<file path="config.mk">
export PLATFORM = sky130hd
export DESIGN_NAME = pswallow_divider
export DESIGN_NICKNAME = d
export VERILOG_FILES = /design/src/rtl/psd_pkg.sv /design/src/rtl/psd_prescaler.sv /design/src/rtl/psd_ratio_check.sv /design/src/rtl/psd_counters.sv /design/src/rtl/pswallow_divider.sv
export SDC_FILE = /design/constraint.sdc
export NUM_CORES = 1
export LEC_CHECK = 0
export ABC_AREA = 1
export BUFFER_PORTS_ARGS = -buffer_cell sky130_fd_sc_hd__buf_2
export CAP_MARGIN = 20
export CORE_ASPECT_RATIO = 0.9
export CORE_UTILIZATION = 55
export DETAILED_ROUTE_END_ITERATION = 8
export PLACE_DENSITY = 0.77
export RECOVER_POWER = 50
export SLEW_MARGIN = 0
export SYNTH_ARGS = -nofsm -noshare
export SYNTH_HDL_FRONTEND = slang
export SYNTH_SLANG_ARGS = --single-unit
</file>
<file path="constraint.sdc">
create_clock -name clk_in -period 1.68 [get_ports clk_in]
set_input_delay 0.084 -clock clk_in [delete_from_list [all_inputs] [get_ports clk_in]]
set_output_delay 0.084 -clock clk_in [all_outputs]
set_load 0.005 [all_outputs]
</file>
<file path="src/rtl/psd_pkg.sv">
// Package: default geometry of the pulse-swallow divider and the prescaler
// modulus encoding. Assumes the swallow range is one below the low modulus.
package psd_pkg;
    localparam int unsigned PRE_LO = 4;     // low prescaler modulus; high is PRE_LO+1
    localparam int unsigned P_W    = 5;     // main counter setting width
    localparam int unsigned S_W    = 2;     // swallow setting width
    localparam int unsigned N_MIN  = 16;    // smallest supported ratio

    typedef enum logic {
        MOD_LO = 1'b0,                      // divide by PRE_LO
        MOD_HI = 1'b1                       // divide by PRE_LO+1
    } modsel_e;
endpackage

</file>
<file path="src/rtl/psd_prescaler.sv">
// Dual-modulus prescaler: counts input cycles and gives a one-cycle tick at
// the last cycle of each prescaler period. The modulus is PRE_LO+1 when
// mod_i is MOD_HI. Assumes mod_i changes only in the cycle after a tick.
module psd_prescaler #(
    parameter int unsigned PRE_LO = psd_pkg::PRE_LO,
    parameter int unsigned PH_W   = $clog2(PRE_LO + 1)
) (
    input  logic             clk_in,
    input  logic             rst_n,
    input  psd_pkg::modsel_e mod_i,
    output logic             tick_o
);
    localparam logic [PH_W-1:0] LAST_LO = PH_W'(PRE_LO - 1);
    localparam logic [PH_W-1:0] LAST_HI = PH_W'(PRE_LO);

    logic [PH_W-1:0] ph_q;

    // Tick marks the final input cycle of the current prescaler period.
    assign tick_o = (ph_q == ((mod_i == psd_pkg::MOD_HI) ? LAST_HI : LAST_LO));

    // Phase counter: wraps at the end of each prescaler period.
    always_ff @(posedge clk_in) begin
        if (!rst_n || tick_o) ph_q <= '0;
        else                  ph_q <= ph_q + PH_W'(1);
    end
endmodule

</file>
<file path="src/rtl/psd_ratio_check.sv">
// Legality check of a requested setting: main value above swallow value and
// resulting ratio at least N_MIN. Purely combinational.
module psd_ratio_check #(
    parameter int unsigned PRE_LO = psd_pkg::PRE_LO,
    parameter int unsigned P_W    = psd_pkg::P_W,
    parameter int unsigned S_W    = psd_pkg::S_W,
    parameter int unsigned N_MIN  = psd_pkg::N_MIN
) (
    input  logic [P_W-1:0] p_i,
    input  logic [S_W-1:0] s_i,
    output logic           ok_o
);
    int unsigned p_val;
    int unsigned s_val;

    // Widen both fields and apply the two legality rules.
    always_comb begin
        p_val = int'(p_i);
        s_val = int'(s_i);
        ok_o  = (p_val > s_val) && ((p_val * PRE_LO + s_val) >= N_MIN);
    end
endmodule

</file>
<file path="src/rtl/psd_counters.sv">
// Main and swallow counters. Both step on prescaler ticks. The swallow
// counter holds the prescaler at the high modulus while it is non-zero.
// When the main counter runs out, both reload and a one-cycle pulse is
// registered. A legal request is captured only at that edge or in reset.
// Otherwise the last accepted ratio is reused, or a fallback ratio in reset.
module psd_counters #(
    parameter int unsigned PRE_LO = psd_pkg::PRE_LO,
    parameter int unsigned P_W    = psd_pkg::P_W,
    parameter int unsigned S_W    = psd_pkg::S_W,
    parameter int unsigned N_MIN  = psd_pkg::N_MIN
) (
    input  logic             clk_in,
    input  logic             rst_n,
    input  logic             tick_i,
    input  logic [P_W-1:0]   req_p_i,
    input  logic [S_W-1:0]   req_s_i,
    input  logic             req_ok_i,
    output psd_pkg::modsel_e mod_o,
    output logic             pulse_o
);
    localparam logic [P_W-1:0] FB_P = P_W'((N_MIN + PRE_LO - 1) / PRE_LO);
    localparam logic [S_W-1:0] FB_S = '0;

    logic [P_W-1:0] main_q, act_p_q, ld_p;
    logic [S_W-1:0] swal_q, act_s_q, ld_s;
    logic           last_w;

    // The period ends on the tick of the last main-counter step.
    assign last_w = tick_i && (main_q == P_W'(1));
    assign mod_o  = (swal_q != '0) ? psd_pkg::MOD_HI : psd_pkg::MOD_LO;

    // Pick the ratio for the next period: request, fallback, or the last accepted.
    always_comb begin
        if (req_ok_i) begin
            ld_p = req_p_i;
            ld_s = req_s_i;
        end else if (!rst_n) begin
            ld_p = FB_P;
            ld_s = FB_S;
        end else begin
            ld_p = act_p_q;
            ld_s = act_s_q;
        end
    end

    // Counter update: reload at reset or period end, else step on each tick.
    always_ff @(posedge clk_in) begin
        if (!rst_n || last_w) begin
            main_q  <= ld_p;
            swal_q  <= ld_s;
            act_p_q <= ld_p;
            act_s_q <= ld_s;
        end else if (tick_i) begin
            main_q <= main_q - P_W'(1);
            if (swal_q != '0) swal_q <= swal_q - S_W'(1);
        end
    end

    // Output pulse register: one cycle high after the period-end edge.
    always_ff @(posedge clk_in) begin
        if (!rst_n) pulse_o <= 1'b0;
        else        pulse_o <= last_w;
    end
endmodule

</file>
<file path="src/rtl/pswallow_divider.sv">
// Top of the pulse-swallow divider: prescaler, counters and legality check.
// Ratio N = PRE_LO*P + S. Assumes a synchronous, active-low reset held for
// at least one clock edge.
module pswallow_divider #(
    parameter int unsigned PRE_LO = psd_pkg::PRE_LO,
    parameter int unsigned P_W    = psd_pkg::P_W,
    parameter int unsigned S_W    = psd_pkg::S_W,
    parameter int unsigned N_MIN  = psd_pkg::N_MIN
) (
    input  logic           clk_in,
    input  logic           rst_n,
    input  logic [P_W-1:0] main_cnt_i,
    input  logic [S_W-1:0] swal_cnt_i,
    output logic           div_pulse_o,
    output logic           bad_ratio_o
);
    localparam int unsigned PH_W = $clog2(PRE_LO + 1);

    psd_pkg::modsel_e pre_mod;
    logic             pre_tick;
    logic             req_ok;

    psd_ratio_check #(.PRE_LO(PRE_LO), .P_W(P_W), .S_W(S_W), .N_MIN(N_MIN)) chk_u (
        .p_i  (main_cnt_i),
        .s_i  (swal_cnt_i),
        .ok_o (req_ok)
    );

    psd_prescaler #(.PRE_LO(PRE_LO), .PH_W(PH_W)) pre_u (
        .clk_in (clk_in),
        .rst_n  (rst_n),
        .mod_i  (pre_mod),
        .tick_o (pre_tick)
    );

    psd_counters #(.PRE_LO(PRE_LO), .P_W(P_W), .S_W(S_W), .N_MIN(N_MIN)) cnt_u (
        .clk_in   (clk_in),
        .rst_n    (rst_n),
        .tick_i   (pre_tick),
        .req_p_i  (main_cnt_i),
        .req_s_i  (swal_cnt_i),
        .req_ok_i (req_ok),
        .mod_o    (pre_mod),
        .pulse_o  (div_pulse_o)
    );

    // Registered illegal-setting flag that follows the inputs every cycle.
    always_ff @(posedge clk_in) begin
        bad_ratio_o <= !req_ok;
    end
endmodule

</file>
After elaboration in Yosys (flattened, before gate mapping)
Cells that the tools add are included.

Register bits after elaboration: 19. Input bits: 9. Output and inout bits: 2.

Add/subtract/negate cells: 4. Magnitude comparators: 2. Equal/unequal tests: 2. Mux-type cells: 11. Reduce and logical (&&, ||, !) cells: 10.

Operators with widths (count): 32-bit by 5-bit greater-or-equal comparator with 1-bit output, second input constant (1); 5-bit 2-to-1 mux (4); 2-bit 2-to-1 mux (5); 7-bit by 2-bit adder with 8-bit output (1); 2-bit nonzero test (3); 5-bit by 1-bit equality test with 1-bit output, second input constant (1); 5-bit by 2-bit > comparator with 1-bit output (1); 5-bit by 1-bit subtractor with 5-bit output, second input constant (1); 3-bit by 1-bit adder with 3-bit output, second input constant (1); 3-bit equality test (1); 3-bit 2-to-1 mux (1); 1-bit logical AND (2); 1-bit zero test (2); 1-bit logical OR (2); 2-bit AND reduction (1); 2-bit by 1-bit subtractor with 2-bit output, second input constant (1); 1-bit 2-to-1 mux (1).

Longest topological paths before layout
Word-level depth: 8. Depth in mapped cells: 9.

By module
Synthesis repeated with hierarchy kept, for this count alone.

Cells, all modules: 120. Area total of the unflattened synthesis: 1023.5 µm².

Modules (own cells, without submodules): psd_counters (instances 1, cells an instance 95, area an instance 839.6 µm²); psd_prescaler (instances 1, cells an instance 20, area an instance 148.9 µm²); pswallow_divider (instances 1, cells an instance 2, area an instance 23.8 µm²); psd_ratio_check (instances 1, cells an instance 3, area an instance 11.3 µm²).

Least setup slack after synthesis
Ideal clock, no wire load.

Path type: register to register. Start: reg cnt_u.main_q[1]. End: reg cnt_u.act_p_q[0], enable pin. Library setup time: 0.307 ns. Data arrival time: 1.041 ns. Data required time: 1.373 ns. Path slack: 0.332 ns. Stages on the path, launching flop included: 7. Path buffers: 0. Path through: edfxtp_1 -> inv_1 -> ha_1 -> nand2_2 -> nor2_4 -> nand3_4 -> nand2_4.

Cells in the longest elaborated chain, start to end: 3.

RTL lines: start: declaration (line psd_counters.sv:24) `logic [P_W-1:0] main_q, act_p_q, ld_p;`; start signal: assignment (line psd_counters.sv:49) `main_q <= ld_p;`; start signal: assignment (line psd_counters.sv:54) `main_q <= main_q - P_W'(1);`; 5-bit by 1-bit equality test with 1-bit output (line psd_counters.sv:29) `assign last_w = tick_i && (main_q == P_W'(1));`; 1-bit logical AND (line psd_counters.sv:29); 1-bit logical OR (line psd_counters.sv:48) `if (!rst_n || last_w) begin`; end signal: assignment (line psd_counters.sv:51) `act_p_q <= ld_p;`; end: declaration (line psd_counters.sv:24).

No other way between the ends. A chain may end at the register's enable or synchronous reset.

Worst setup path in the final report
Ends and elaborated chain as after synthesis.

==> run_results.csv <==
group,metric,value,unit
status,status,"finished clean",
timing,finalWorstSetupSlack,0.08664,ns
clock_network,path_clk_slew,0.11,ns
pwr,power_density,916.3,nW/um^2
timing,fin_skew,0.008581,ns
finish,layout_commonest_cell,"nand2_1",
logic_synthesis,ys_types,23,
global_routing,gr-total-overflow,0,
clock_network,cts_tree,"built",
global_routing,grt_max_degree,17,
pwr,ir_drop,747.3,uV
floorplan,core,1717,sq um
timing,fin_crit_sh,94.84,%
drt,drc_errors,0,
global_routing,antenna_found_initial,0,
drt,totalWireLength,1742,um
drt,viasPerCell,5.000,
floorplan,dieArea,2069,sq um
setup_path,slowest_stage,"edfxtp_1",
setup_path,cp_top_family,"simple AND/OR/NAND/NOR gates",
finish,nFillCells,165,
floorplan,die_height,43.25,um
global_routing,grt_pass1_wl,2898,um
setup_path,crit_required,1.70,ns
setup_path,crit_chain,"inv_1 -> ha_1 -> nand2_2 -> nor2_1 -> nand3_4 -> nand2_8",
finish,area_growth,6.378,%
logic_synthesis,synth_nets,127,
timing,clock.fmax,627.6,MHz
floorplan,ios,11,
placement,placed_area,1095,sq um
clock_network,cts.htree.levels,1,
setup_path,cpPeakStageDelay,0.40,ns
finish,diodes,0,
clock_network,cts_buffers,3,
setup_path,critPathBufInv,1,
clock_network,clk_path_buf_depth,2,
drt,ant_nets,0,
timing,slew_violations,0,
placement,placedCellCount,146,
logic_synthesis,avgSynthCellArea,9.121,sq um
timing,worst_slew_pin_slew,0.4066,ns
finish,final_cell_mix,"nand2_1, edfxtp_1, inv_1, nor2_1, nand3_1",
logic_synthesis,seq_area_frac_synth,50.06,%
finish,post-route-util,64.43,%
drt,wl_per_cell,11.61,um
finish,nNetsFinal,140,
placement,portBuffers,10,
pwr,leakagePower,0.5096,nW
timing,rsz0062_at_grt,"no",
floorplan,rows,14,
placement,routabilityCongestion,0.8205,
logic_synthesis,syn_area,1040,sq um
logic_synthesis,ys_ff_latch,19,
timing,final.min_clock_period,1.593,ns
clock_network,insertion_delay,0.30,ns
setup_path,worstPathMaxFanout,14,
floorplan,initial_utilization,60.57,%
setup_path,critPathCaptureType,"register",
finish,fin_cells,150,
worst_hold_path,hold_path.class,"input pin to register",
logic_synthesis,yosys_warnings,0,
timing,slew_headroom,72.79,%
global_routing,grt_pass1_vias,696,
timing,hold_viol,0,
setup_path,arrival,1.61,ns
logic_synthesis,synthCells,114,
clock_network,holdBufCountCts,0,
setup_path,critPathKind,"register to register",
global_routing,grt_usage,21.41,%
placement,pre_cts_slack,0.1651,ns
timing,finalSetupTns,0,ns
flow_run,drv_cap,0,
clock_network,cts.sinks,19,
finish,stdcell_area,1106,sq um
drt,dr.pass1.iters,4,
drt,vias,750,
drt,drt_iter0_drc,19,
timing,finalSetupViolations,0,
floorplan,die_w,47.83,um
finish,drive_gt1_share,19.05,%
setup_path,worst_setup_path_start_kind,"register",
clock_network,cts_setup_buffers,0,
placement,dp_hpwl,1388,um
clock_network,cts-root-buf,"clkbuf_4",
==> where the power goes <==
part,internal [mW],switching (mW),leakage [nW]
Sequential,0.560,0.0266,0.180
Clock,0.0889,0.138,0.0177
Combinational,0.0744,0.125,0.312
==> kinds of logic after synthesis <==
logic type                 Yosys count  synth area share [%]
adders and majority gates            4                 4.814
AOI/OAI and AO/OA                    7                 4.572
xor gates and xnor gates             2                 1.685
and+or+nand+nor                     63                 30.20
DFF                                 19                 50.06
buffers and inverters               19                 8.663
==> cells in the mapped netlist <==
| master | instances | area share (%) |
|---|---|---|
| dfxtp_1 | 5 | 9.6 |
| nand2_4 | 2 | 2.2 |
| o21ai_1 | 3 | 1.4 |
| nor2_1 | 9 | 3.2 |
| nand3_4 | 1 | 1.7 |
| edfxtp_1 | 14 | 40 |
| o21ai_2 | 2 | 1.7 |
| ha_1 | 4 | 4.8 |
| clkbuf_8 | 1 | 1.3 |
| nand2_2 | 4 | 2.4 |
| inv_1 | 11 | 4.0 |
| nor2_4 | 2 | 2.2 |
| buf_6 | 1 | 1.1 |
| nand2_1 | 32 | 12 |
| clkinv_2 | 1 | 0.48 |
| xnor2_1 | 1 | 0.84 |
| xor2_1 | 1 | 0.84 |
| o21bai_1 | 2 | 1.4 |
| clkinv_1 | 1 | 0.36 |
| nand3_1 | 9 | 4.3 |
| nand4_1 | 2 | 1.2 |
| nand3b_1 | 2 | 1.4 |
| inv_2 | 4 | 1.4 |
==> metal layers <==
layer	GRT usage, %	wire length (um)
met1	26.24	807
met2	33.51	837
met3	8.936	79
met4	6.667	18
met5	0	0
==> repair_timing <==
item / CTS / global route
endpoints found under the setup margin: 0 / 1
resized for setup: 0 / 1
hold endpoints to repair: 0 / 0
==> per-stage QoR <==
step,power [mW],hold WS (ns)
after floorplan,0.7579,0.2829
after global placement,0.7975,0.4346
after detailed placement,0.8049,0.4354
after CTS,1.032,0.1144
after global routing,1.081,0.1043
final,1.013,0.1125
==> flip-flops by register name, indices dropped and copies added, names as in the netlist <==
register	count
cnt_u.act_s_q	2
cnt_u.main_q	5
cnt_u.swal_q	2
cnt_u.act_p_q	5
bad_ratio_o	1
pre_u.ph_q	3
cnt_u.pulse_o	1
==> path summary, 6_finish.rpt <==
path,slack (ns),cells after the start,end,startpoint
min,0.11,2,cnt_u.act_p_q[2]$_DFFE_PP_,main_cnt_i[2]
max reg2reg,0.09,6,cnt_u.act_p_q[0]$_DFFE_PP_,cnt_u.main_q[1]$_DFFE_PP_
min reg2reg,0.47,1,pre_u.ph_q[0]$_SDFF_PP0_,pre_u.ph_q[0]$_SDFF_PP0_
max,0.09,6,cnt_u.act_p_q[0]$_DFFE_PP_,cnt_u.main_q[1]$_DFFE_PP_
==> cell type report <==
type / instances / area [sq um] / share of cell area (%)
clock buffers: 3 / 22.52 / 2.036
clock inverters: 1 / 5.005 / 0.4525
well taps: 24 / 30.03 / 2.715
repair buffers: 10 / 47.55 / 4.299
inverters: 17 / 65.06 / 5.882
multi-input cells: 76 / 415.4 / 37.56
flip-flops and latches: 19 / 520.5 / 47.06
No activity file was read; power rests on OpenSTA's default activity.
